$ cat config.mk
export PLATFORM = sky130hd
export DESIGN_NAME = lp_turnaround_ctrl
export DESIGN_NICKNAME = d
export VERILOG_FILES = /design/src/rtl/lpta_pkg.sv /design/src/rtl/lpta_dur_calc.sv /design/src/rtl/lpta_timer.sv /design/src/rtl/lpta_fsm.sv /design/src/rtl/lp_turnaround_ctrl.sv
export SDC_FILE = /design/constraint.sdc
export NUM_CORES = 1
export LEC_CHECK = 0
export ABC_AREA = 1
export BUFFER_PORTS_ARGS = -buffer_cell sky130_fd_sc_hd__buf_2
export CAP_MARGIN = 20
export CORE_MARGIN = 8
export CORE_UTILIZATION = 40
export DETAILED_ROUTE_END_ITERATION = 10
export PLACE_DENSITY_LB_ADDON = 0.15
export SLEW_MARGIN = 15
export SYNTH_ARGS = -nofsm -noshare
export SYNTH_HDL_FRONTEND = slang
export SYNTH_SLANG_ARGS = --single-unit
$ cat constraint.sdc
create_clock -name clk_i -period 3.8 [get_ports clk_i]
set_input_delay 0.38 -clock clk_i [delete_from_list [all_inputs] [get_ports clk_i]]
set_output_delay 0.38 -clock clk_i [all_outputs]
set_load 0.02 [all_outputs]
$ cat src/rtl/lpta_pkg.sv
package lpta_pkg;

    typedef enum logic [3:0] {
        ST_OWN,
        ST_TX_STOP,
        ST_TX_ESC_A,
        ST_TX_LOW_A,
        ST_TX_ESC_B,
        ST_TX_LOW_B,
        ST_TX_BRIDGE,
        ST_LISTEN,
        ST_STALL,
        ST_IDLE_RX,
        ST_SURE,
        ST_RX_BRIDGE
    } lpta_state_e;

    localparam logic [1:0] LP_STOP   = 2'b11;
    localparam logic [1:0] LP_HI_LO  = 2'b10;
    localparam logic [1:0] LP_BRIDGE = 2'b00;

endpackage

$ cat src/rtl/lpta_dur_calc.sv
module lpta_dur_calc #(
    parameter int CW      = 8,
    parameter int TW      = 16,
    parameter int LPX_MIN = 10,
    parameter int KW      = 16
) (
    input  logic [CW-1:0] lpx_i,
    input  logic [TW-1:0] tmo_i,
    output logic [KW-1:0] lpx_m1_o,
    output logic [KW-1:0] quad_m1_o,
    output logic [KW-1:0] quint_m1_o,
    output logic [KW-1:0] wait_m1_o,
    output logic [KW-1:0] tmo_m1_o
);

    logic [KW-1:0] raw_len;
    logic [KW-1:0] eff_len;
    logic [KW-1:0] quad_len;
    logic [KW-1:0] quint_len;
    logic [KW-1:0] half_up;

    always_comb begin
        // Clamp the period to its floor, then derive every multiple from it.
        raw_len    = KW'(lpx_i);
        eff_len    = (raw_len < KW'(LPX_MIN)) ? KW'(LPX_MIN) : raw_len;
        quad_len   = eff_len << 2;
        quint_len  = quad_len + eff_len;
        half_up    = (eff_len + KW'(1)) >> 1;
        lpx_m1_o   = eff_len - KW'(1);
        quad_m1_o  = quad_len - KW'(1);
        quint_m1_o = quint_len - KW'(1);
        wait_m1_o  = eff_len + half_up - KW'(1);
        tmo_m1_o   = (tmo_i == '0) ? '0 : (KW'(tmo_i) - KW'(1));
    end

endmodule

$ cat src/rtl/lpta_timer.sv
module lpta_timer #(
    parameter int KW = 16
) (
    input  logic          clk_i,
    input  logic          rst_ni,
    input  logic          load_i,
    input  logic [KW-1:0] val_i,
    output logic          done_o
);

    logic [KW-1:0] cnt_q;

    always_ff @(posedge clk_i) begin
        if (!rst_ni) begin
            cnt_q <= '0;
        end else if (load_i) begin
            cnt_q <= val_i;
        end else if (cnt_q != '0) begin
            cnt_q <= cnt_q - KW'(1);
        end
    end

    assign done_o = (cnt_q == '0);

endmodule

$ cat src/rtl/lpta_fsm.sv
module lpta_fsm
    import lpta_pkg::*;
#(
    parameter int KW         = 16,
    parameter bit INIT_OWNER = 1'b1
) (
    input  logic          clk_i,
    input  logic          rst_ni,
    input  logic          req_i,
    input  logic [1:0]    line_i,
    input  logic          done_i,
    input  logic [KW-1:0] lpx_m1_i,
    input  logic [KW-1:0] quad_m1_i,
    input  logic [KW-1:0] quint_m1_i,
    input  logic [KW-1:0] wait_m1_i,
    input  logic [KW-1:0] tmo_m1_i,
    output logic          load_o,
    output logic [KW-1:0] load_val_o,
    output logic [1:0]    line_o,
    output logic          oe_o,
    output logic          owner_o,
    output logic          timeout_o
);

    localparam lpta_state_e RESET_ST = INIT_OWNER ? ST_OWN : ST_IDLE_RX;

    lpta_state_e state_q;
    lpta_state_e state_d;
    logic        far_marker;

    assign far_marker = (line_i == LP_HI_LO);

    // State register
    always_ff @(posedge clk_i) begin
        if (!rst_ni) begin
            state_q <= RESET_ST;
        end else begin
            state_q <= state_d;
        end
    end

    // Next-state logic
    always_comb begin
        state_d = state_q;
        unique case (state_q)
            ST_OWN:       if (req_i)      state_d = ST_TX_STOP;
            ST_TX_STOP:   if (done_i)     state_d = ST_TX_ESC_A;
            ST_TX_ESC_A:  if (done_i)     state_d = ST_TX_LOW_A;
            ST_TX_LOW_A:  if (done_i)     state_d = ST_TX_ESC_B;
            ST_TX_ESC_B:  if (done_i)     state_d = ST_TX_LOW_B;
            ST_TX_LOW_B:  if (done_i)     state_d = ST_TX_BRIDGE;
            ST_TX_BRIDGE: if (done_i)     state_d = ST_LISTEN;
            ST_LISTEN: begin
                if (far_marker)           state_d = ST_SURE;
                else if (done_i)          state_d = ST_STALL;
            end
            ST_STALL:     if (far_marker) state_d = ST_SURE;
            ST_IDLE_RX:   if (far_marker) state_d = ST_SURE;
            ST_SURE:      if (done_i)     state_d = ST_RX_BRIDGE;
            ST_RX_BRIDGE: if (done_i)     state_d = ST_OWN;
            default:                      state_d = RESET_ST;
        endcase
    end

    // Timer reload on every state change, with the duration of the state entered
    always_comb begin
        load_o = (state_d != state_q);
        unique case (state_d)
            ST_TX_BRIDGE: load_val_o = quad_m1_i;
            ST_RX_BRIDGE: load_val_o = quint_m1_i;
            ST_SURE:      load_val_o = wait_m1_i;
            ST_LISTEN:    load_val_o = tmo_m1_i;
            default:      load_val_o = lpx_m1_i;
        endcase
    end

    // Moore outputs
    always_comb begin
        line_o    = LP_STOP;
        oe_o      = 1'b0;
        owner_o   = 1'b0;
        timeout_o = 1'b0;
        unique case (state_q)
            ST_OWN, ST_TX_STOP: begin
                oe_o    = 1'b1;
                owner_o = 1'b1;
            end
            ST_TX_ESC_A, ST_TX_ESC_B: begin
                line_o  = LP_HI_LO;
                oe_o    = 1'b1;
                owner_o = 1'b1;
            end
            ST_TX_LOW_A, ST_TX_LOW_B, ST_TX_BRIDGE: begin
                line_o  = LP_BRIDGE;
                oe_o    = 1'b1;
                owner_o = 1'b1;
            end
            ST_RX_BRIDGE: begin
                line_o = LP_BRIDGE;
                oe_o   = 1'b1;
            end
            ST_STALL:   timeout_o = 1'b1;
            ST_LISTEN, ST_IDLE_RX, ST_SURE: begin
                oe_o = 1'b0;
            end
            default: begin
                oe_o = 1'b0;
            end
        endcase
    end

endmodule

$ cat src/rtl/lp_turnaround_ctrl.sv
module lp_turnaround_ctrl #(
    parameter int CW         = 8,
    parameter int TW         = 16,
    parameter int LPX_MIN    = 10,
    parameter bit INIT_OWNER = 1'b1
) (
    input  logic          clk_i,
    input  logic          rst_ni,
    input  logic [CW-1:0] lpx_cycles_i,
    input  logic [TW-1:0] timeout_cycles_i,
    input  logic          req_i,
    input  logic [1:0]    line_i,
    output logic [1:0]    line_o,
    output logic          drive_en_o,
    output logic          owner_o,
    output logic          timeout_o
);

    localparam int DW = CW + 3;
    localparam int KW = (DW > TW) ? DW : TW;

    logic [KW-1:0] lpx_m1;
    logic [KW-1:0] quad_m1;
    logic [KW-1:0] quint_m1;
    logic [KW-1:0] wait_m1;
    logic [KW-1:0] tmo_m1;
    logic          tmr_load;
    logic [KW-1:0] tmr_val;
    logic          tmr_done;

    lpta_dur_calc #(
        .CW      (CW),
        .TW      (TW),
        .LPX_MIN (LPX_MIN),
        .KW      (KW)
    ) u_dur (
        .lpx_i      (lpx_cycles_i),
        .tmo_i      (timeout_cycles_i),
        .lpx_m1_o   (lpx_m1),
        .quad_m1_o  (quad_m1),
        .quint_m1_o (quint_m1),
        .wait_m1_o  (wait_m1),
        .tmo_m1_o   (tmo_m1)
    );

    lpta_timer #(
        .KW (KW)
    ) u_tmr (
        .clk_i  (clk_i),
        .rst_ni (rst_ni),
        .load_i (tmr_load),
        .val_i  (tmr_val),
        .done_o (tmr_done)
    );

    lpta_fsm #(
        .KW         (KW),
        .INIT_OWNER (INIT_OWNER)
    ) u_fsm (
        .clk_i      (clk_i),
        .rst_ni     (rst_ni),
        .req_i      (req_i),
        .line_i     (line_i),
        .done_i     (tmr_done),
        .lpx_m1_i   (lpx_m1),
        .quad_m1_i  (quad_m1),
        .quint_m1_i (quint_m1),
        .wait_m1_i  (wait_m1),
        .tmo_m1_i   (tmo_m1),
        .load_o     (tmr_load),
        .load_val_o (tmr_val),
        .line_o     (line_o),
        .oe_o       (drive_en_o),
        .owner_o    (owner_o),
        .timeout_o  (timeout_o)
    );

endmodule

==> results.py, run 1 <==
metrics = {
    "run_status": {
        "outcome": "finished clean",
    },
    "sta": {
        "hold_viol": 0,
        "worst_slew_pin_slew_ns": 0.6267,
        "fin_crit_sh": 0.9135,
        "finClkSkew_ns": 0.004229,
        "finalMaxSlewViolations": 0,
        "fmax_mhz": 288.1,
        "setup_violations": 0,
        "period_needed_ns": 3.471,
        "slew_headroom": 0.5783,
    },
    "routing": {
        "drtIter0Drc": 193,
        "routedWlPerCell_um": 13.54,
        "route.detailed.drc": 0,
        "firstDrtPassIters": 5,
        "num_vias": 3944,
        "postRouteAntennaNets": 0,
        "via_per_inst": 5.069,
        "wirelength_um": 10540,
    },
    "synthesis": {
        "ys_seq_area_frac": 0.1089,
        "synth_top_area_share": 0.1327,
        "dominantRegCellSynth": "dfxtp_1",
        "synth_async_sr_flop_share": 0,
        "syn_nets": 697,
        "synthTopCellsByArea": "nand2_1 (13%), ha_1 (12%), nor2_1 (12%)",
        "syn_area_um2": 3676,
        "synth_warnings": 0,
        "syn_inst": 631,
        "ys_types": 46,
        "synth-seq-cells": 20,
        "postSynthAreaPerCell_um2": 5.826,
        "synth_largest_area_cell": "nand2_1",
        "synth_edf_count": 0,
    },
    "clock_tree": {
        "cts-root-buf": "clkbuf_8",
        "hold_buffers": 0,
        "numClockSinks": 20,
        "insertion_delay_ns": 0.26,
        "cts-resized-gates": 0,
        "htreeDepth": 1,
        "tritoncts": "yes",
        "numCtsBuffers": 3,
        "clk_pin_slew_ns": 0.07,
        "cts_buffer_depth": 2,
        "post_cts_buffers": 0,
    },
    "floorplanning": {
        "coreArea_um2": 9065,
        "rows": 35,
        "die_width_um": 111.9,
        "die_area_um2": 12510,
        "start_util": 0.4055,
        "ios": 34,
        "die_y_um": 111.9,
    },
    "critical_path": {
        "rr_startpoint": "u_tmr.cnt_q[0]",
        "arrival_ns": 3.62,
        "path_cells": "buf_2 > inv_1 > ha_1 > nand3_1 > nor2_2 > nor2_1 > inv_1 > ha_1 > nand3_1 > nand2_1 > xor2_1 > ha_1 > a21oi_1 > nand2_1 > nand2_1 > nand2_1 > a21oi_1 > xor2_1 > nor2_1 > nor2_1 > nand3_1 > o21ai_1 > nor2_1",
        "max_stage_delay_ns": 0.33,
        "regToRegSetupSlack_ns": 0.88,
        "worstSetupEndpointType": "register",
        "criticalPathCategory": "in -> reg",
        "critical_path.startpoint_type": "input pin",
        "worstPathMaxFanout": 4,
        "reg2regPathDepth": 13,
        "crit_slowest_cell": "ha_1",
        "required_ns": 3.94,
        "r2r_end": "u_tmr.cnt_q[4]",
    },
    "power": {
        "totalPowerFinal_mw": 1.169,
        "pwr-share-comb": 0.632,
        "intPower_uw": 586.9,
        "powerDensity_nw_per_um2": 290.0,
        "ir_drop_mv": 0.1496,
        "swShare": 0.4979,
        "power_frac_clock": 0.122,
        "seqPwrFrac": 0.246,
        "switching_power_uw": 582.0,
        "p_leak_nw": 2.096,
    },
    "placed_design": {
        "place_area_um2": 3968,
        "post-dp-hpwl_um": 8904,
        "globalplace.congestion": 0.9112,
        "portBuffers": 33,
    },
    "global_routing": {
        "antenna_found_initial": 0,
        "grt_pass1_vias": 3942,
        "grt_max_degree": 27,
        "grt_use_total": 0.1682,
        "grt_overflow": 0,
        "grt_pass1_wl_um": 17660,
    },
    "hold_path": {
        "hold_class": "in -> reg",
        "min_path_cells": 3,
        "whs_endpoint": "u_tmr.cnt_q[0]",
        "min-delay-start": "rst_ni",
    },
    "layout": {
        "drive_gt1_frac": 0.1349,
        "final_area_um2": 4031,
        "n_antenna_cell": 0,
        "num-nets-final": 735,
        "area_delta_synth_final_pct": 9.667,
        "utilization": 0.4447,
    },
    "run": {
        "max-cap-violations": 0,
    },
}
[metal layers]
layer / global-route usage / vias to the layer above / wire, um
met1: 0.2085 / 1766 / 5018
met4: 0.04740 / 0 / 168
met5: 0 / - / 0
met2: 0.3029 / 80 / 5021
li1: - / 2086 / -
met3: 0.01245 / 12 / 328
[per-stage QoR]
stage	TNS [ns]	hold slack, ns	instances	setup slack [ns]
2_1_floorplan	0	0.5271	631	0.4938
3_3_place_gp	0	0.5704	774	0.1513
3_5_place_dp	0	0.5762	774	0.03264
4_1_cts	0	0.5024	777	0.2874
5_1_grt	-0.007637	0.5171	778	-0.007637
6_report	0	0.4995	778	0.3285
[cell usage after synthesis, types with 2 or more instances]
master and count:
xor2_1 26, or2_0 2, nand2_1 130, nor3_1 11, ha_1 35, o21a_1 2, buf_6 2, nand4_4 2
nand3b_1 3, nand2_2 4, inv_2 10, nor2_2 9, o22ai_1 2, nand4_1 14, dfxtp_1 20, fa_1 2
nand3_1 43, nor2_1 115, o21ai_1 7, nand3_2 3, xnor2_1 8, or2_2 2, o21ai_4 2, and3_1 2
inv_1 97, o21ai_0 24, buf_4 3, a21oi_2 2, a21oi_1 32
[state kept, by name (all words and copies together) (netlist names)]
name,cells
u_tmr.cnt_q,16
u_fsm.state_q,4
[cell usage in the layout, fill, tap and decap left out, drive strengths merged]
cell type,synthesis,final
nand2,135,135
nor2,125,125
inv,107,107
nand3,47,47
buf,5,38
ha,35,35
a21oi,35,35
o21ai,34,34
xor2,26,26
dfxtp,20,20
nand4,17,17
nor3,11,11
xnor2,8,8
clkbuf,1,4
or2,4,4
nand3b,3,3
o22ai,2,2
and3,2,2
o21a,2,2
fa,2,2
a21boi,1,1
o211a,1,1
o2111ai,1,1
a21o,1,1
clkinv,1,1
nor4,1,1
o21bai,1,1
a31o,1,1
and2,1,1
o31ai,1,1
[kinds of logic (layout without fill, tap and decap cells)]
kind of cell	count (synthesis)	count (layout)	synth area share
buffers and inverters	114	150	0.1239
flip-flops	20	20	0.1089
AND/OR/NAND/NOR	346	346	0.4258
XOR/XNOR	34	34	0.08101
adder cells (fa/ha/maj)	37	37	0.1300
AO/OA/AOI/OAI	80	80	0.1304
[power by group through the flow]
stage	Combinational [mW]	Sequential, mW	Clock [mW]
floorplan	0.580	0.284	0
global placement	0.725	0.292	0
detailed placement	0.729	0.292	0
CTS	0.734	0.288	0.145
global route	0.845	0.294	0.152
finish	0.739	0.288	0.142
[area by class of cell]
cell class,instances,area [um^2]
Clock buffer,3,41.29
Inverter,108,405.4
Sequential cell,20,400.4
Multi-Input combinational cell,497,2838
Fill cell,986,5034
Tap cell,111,138.9
Timing Repair Buffer,39,207.7
[worst max-delay path, delay by kind of cell]
family                   cells  cell delay (ns)
AO/OA/AOI/OAI                3             0.50
adder cells (fa/ha/maj)      3             0.79
buffers and inverters        3             0.31
XOR/XNOR                     2             0.34
AND/OR/NAND/NOR             12             1.31
[worst max-delay path by stage]
stage               depth (start not counted)            start               to  slack (ns)
floorplan                                  22  lpx_cycles_i[4]   u_tmr.cnt_q[8]        0.49
global placement                           25  lpx_cycles_i[6]   u_tmr.cnt_q[9]        0.15
detailed placement                         25  lpx_cycles_i[6]  u_tmr.cnt_q[13]        0.03
CTS                                        25  lpx_cycles_i[6]   u_tmr.cnt_q[9]        0.29
global route                               23  lpx_cycles_i[6]   u_tmr.cnt_q[6]      -0.008
finish                                     23  lpx_cycles_i[6]   u_tmr.cnt_q[6]        0.33
No activity file was read; power rests on OpenSTA's default activity.
==> inputs of run 2 (changes only) <==
BUFFER_PORTS_ARGS = not set   (was -buffer_cell sky130_fd_sc_hd__buf_2)
CELL_PAD_IN_SITES_DETAIL_PLACEMENT = 1   (was not set)
CELL_PAD_IN_SITES_GLOBAL_PLACEMENT = 1   (was not set)
DONT_BUFFER_PORTS = 1   (was not set)
clock period = 3.3 ns   (was 3.8 ns; I/O delays follow)
==> run 2 against run 1 <==
Die area is the same. Sequential power grew 15%. Setup slack lost 0.17 ns. Highest routed layer unchanged.
==> results.py, run 2 (synthesized netlist as in run 1, its figures left out) <==
metrics = {
    "critical_path": {
        "max_stage_delay_ns": 0.29,
        "critical_path.startpoint_type": "input pin",
        "worstSetupEndpointType": "register",
        "critical_path_buf_inv_count": 3,
        "crit_slowest_cell": "ha_1",
        "criticalPathCategory": "in -> reg",
        "worstPathMaxFanout": 3,
        "regToRegSetupSlack_ns": 0.50,
        "rr_startpoint": "u_tmr.cnt_q[0]",
        "reg2regPathDepth": 14,
        "required_ns": 3.44,
        "arrival_ns": 3.28,
        "cp_top_family": "simple AND/OR/NAND/NOR gates",
        "path_cells": "inv_1 > ha_2 > nand3_2 > nor2_4 > nor2_4 > inv_1 > ha_1 > nand3_1 > nor2_2 > nand2_1 > ha_1 > inv_1 > ha_4 > a21oi_2 > o21ai_0 > a21oi_1 > xor2_1 > nor2_1 > a21oi_1 > nand2_1 > nand2_1 > a21oi_1",
        "r2r_end": "u_tmr.cnt_q[11]",
    },
    "layout": {
        "n_fill_cell": 1277,
        "final_area_um2": 4224,
        "top_register": "u_tmr.cnt_q",
        "largest_reg_flops": 16,
        "drive_gt1_frac": 0.1580,
        "final_common_cell": "nand2_1",
        "area_delta_synth_final_pct": 14.91,
        "layout_common_cells": "nand2_1 (129), nor2_1 (108), inv_1 (97)",
        "n_antenna_cell": 0,
        "num-nets-final": 738,
        "utilization": 0.4660,
        "reg_top3": "u_tmr.cnt_q x16, u_fsm.state_q x4",
    },
    "hold_path": {
        "hold_class": "in -> reg",
        "whs_endpoint": "u_tmr.cnt_q[0]",
        "min_path_cells": 2,
        "min-delay-start": "rst_ni",
    },
    "placed_design": {
        "portBuffers": 0,
        "globalplace.congestion": 0.8922,
        "place_area_um2": 4065,
        "post-dp-hpwl_um": 10390,
    },
    "power": {
        "ir_drop_mv": 0.1698,
        "powerDensity_nw_per_um2": 344.6,
        "p_leak_nw": 2.156,
    },
    "floorplanning": {
        "die_area_um2": 12510,
        "die_y_um": 111.9,
        "coreArea_um2": 9065,
        "die_width_um": 111.9,
        "ios": 34,
        "rows": 35,
        "start_util": 0.4055,
    },
    "routing": {
        "m1WireLength_um": 5773,
        "postRouteAntennaNets": 0,
        "firstDrtPassIters": 4,
        "routedWlPerCell_um": 15.62,
        "highest-signal-layer": "met4",
        "wl_met3_um": 245,
        "num_vias": 4085,
        "wirelength_um": 12220,
        "via_per_inst": 5.224,
        "drtIter0Drc": 102,
        "route.detailed.drc": 0,
        "routed-wl-met2_um": 6006,
    },
    "clock_tree": {
        "hold_buffers": 0,
        "htreeDepth": 1,
        "numClockSinks": 20,
        "insertion_delay_ns": 0.26,
        "numCtsBuffers": 3,
        "cts_buffer_depth": 2,
        "clk_pin_slew_ns": 0.08,
        "tritoncts": "yes",
        "cts-root-buf": "clkbuf_8",
    },
    "sta": {
        "hold_viol": 0,
        "tns_ns": 0,
        "period_needed_ns": 3.141,
        "setup_violations": 0,
        "fmax_mhz": 318.3,
        "finalMaxSlewViolations": 0,
        "fin_crit_sh": 0.9519,
        "worst_slew_pin_slew_ns": 0.6496,
        "finClkSkew_ns": 0.008199,
        "slew_headroom": 0.5636,
    },
    "global_routing": {
        "grt_pass1_wl_um": 20640,
        "grt_use_total": 0.1964,
        "grt_max_degree": 18,
        "grt_pass1_vias": 4339,
        "grt_overflow": 0,
        "antenna_found_initial": 0,
    },
    "run_status": {
        "outcome": "finished clean",
    },
    "run": {
        "max-cap-violations": 0,
    },
}
run 2: report_power, final:
| group | internal [mW] | switching (mW) | leakage (nW) | total [mW] |
|---|---|---|---|---|
| logic | 0.357 | 0.578 | 1.96 | 0.935 |
| clock network | 0.106 | 0.0840 | 0.0288 | 0.190 |
| registers | 0.289 | 0.0411 | 0.164 | 0.330 |
run 2: worst max path at each step:
| stage | from | depth (start not counted) | end | slack, ns |
|---|---|---|---|---|
| CTS | lpx_cycles_i[6] | 24 | u_tmr.cnt_q[9] | 0.04 |
| finish | lpx_cycles_i[6] | 22 | u_tmr.cnt_q[8] | 0.16 |
| floorplan | lpx_cycles_i[4] | 22 | u_tmr.cnt_q[8] | 0.04 |
| detailed placement | lpx_cycles_i[6] | 24 | u_tmr.cnt_q[9] | -0.21 |
| global route | lpx_cycles_i[7] | 22 | u_tmr.cnt_q[8] | -0.02 |
| global placement | lpx_cycles_i[6] | 22 | u_tmr.cnt_q[8] | -0.09 |
run 2: timing repair:
| item | 4_1_cts | 5_1_grt |
|---|---|---|
| setup buffers | 0 | 2 |
| gates resized for setup | 0 | 24 |
| setup endpoints to repair | 0 | 11 |
| hold endpoints to repair | 0 | 0 |
run 2: per-layer routing:
| layer | GRT usage | vias up |
|---|---|---|
| met5 | 0 | - |
| met4 | 0.03737 | 0 |
| met3 | 0.01353 | 10 |
| met2 | 0.3607 | 39 |
| met1 | 0.2449 | 1938 |
| li1 | - | 2098 |
run 2: final cells by class:
cell class              count  area (um^2)  share of cell area
clock buffers               4        55.05             0.01303
flip-flops and latches     20        400.4             0.09479
well taps                 111        138.9             0.03288
inverters                 108        405.4             0.09597
repair buffers             42        315.3             0.07464
multi-input cells         497         2909              0.6887
run 2: stage by stage:
| step | hold WS (ns) | std cells | power, mW | setup WS, ns |
|---|---|---|---|---|
| CTS | 0.3208 | 780 | 1.436 | 0.03916 |
| global route | 0.3451 | 782 | 1.603 | -0.01722 |
| floorplan | 0.4771 | 631 | 0.9955 | 0.04378 |
| detailed placement | 0.5746 | 776 | 1.241 | -0.2051 |
| global placement | 0.5638 | 776 | 1.215 | -0.08974 |
| finish | 0.3186 | 782 | 1.456 | 0.1587 |
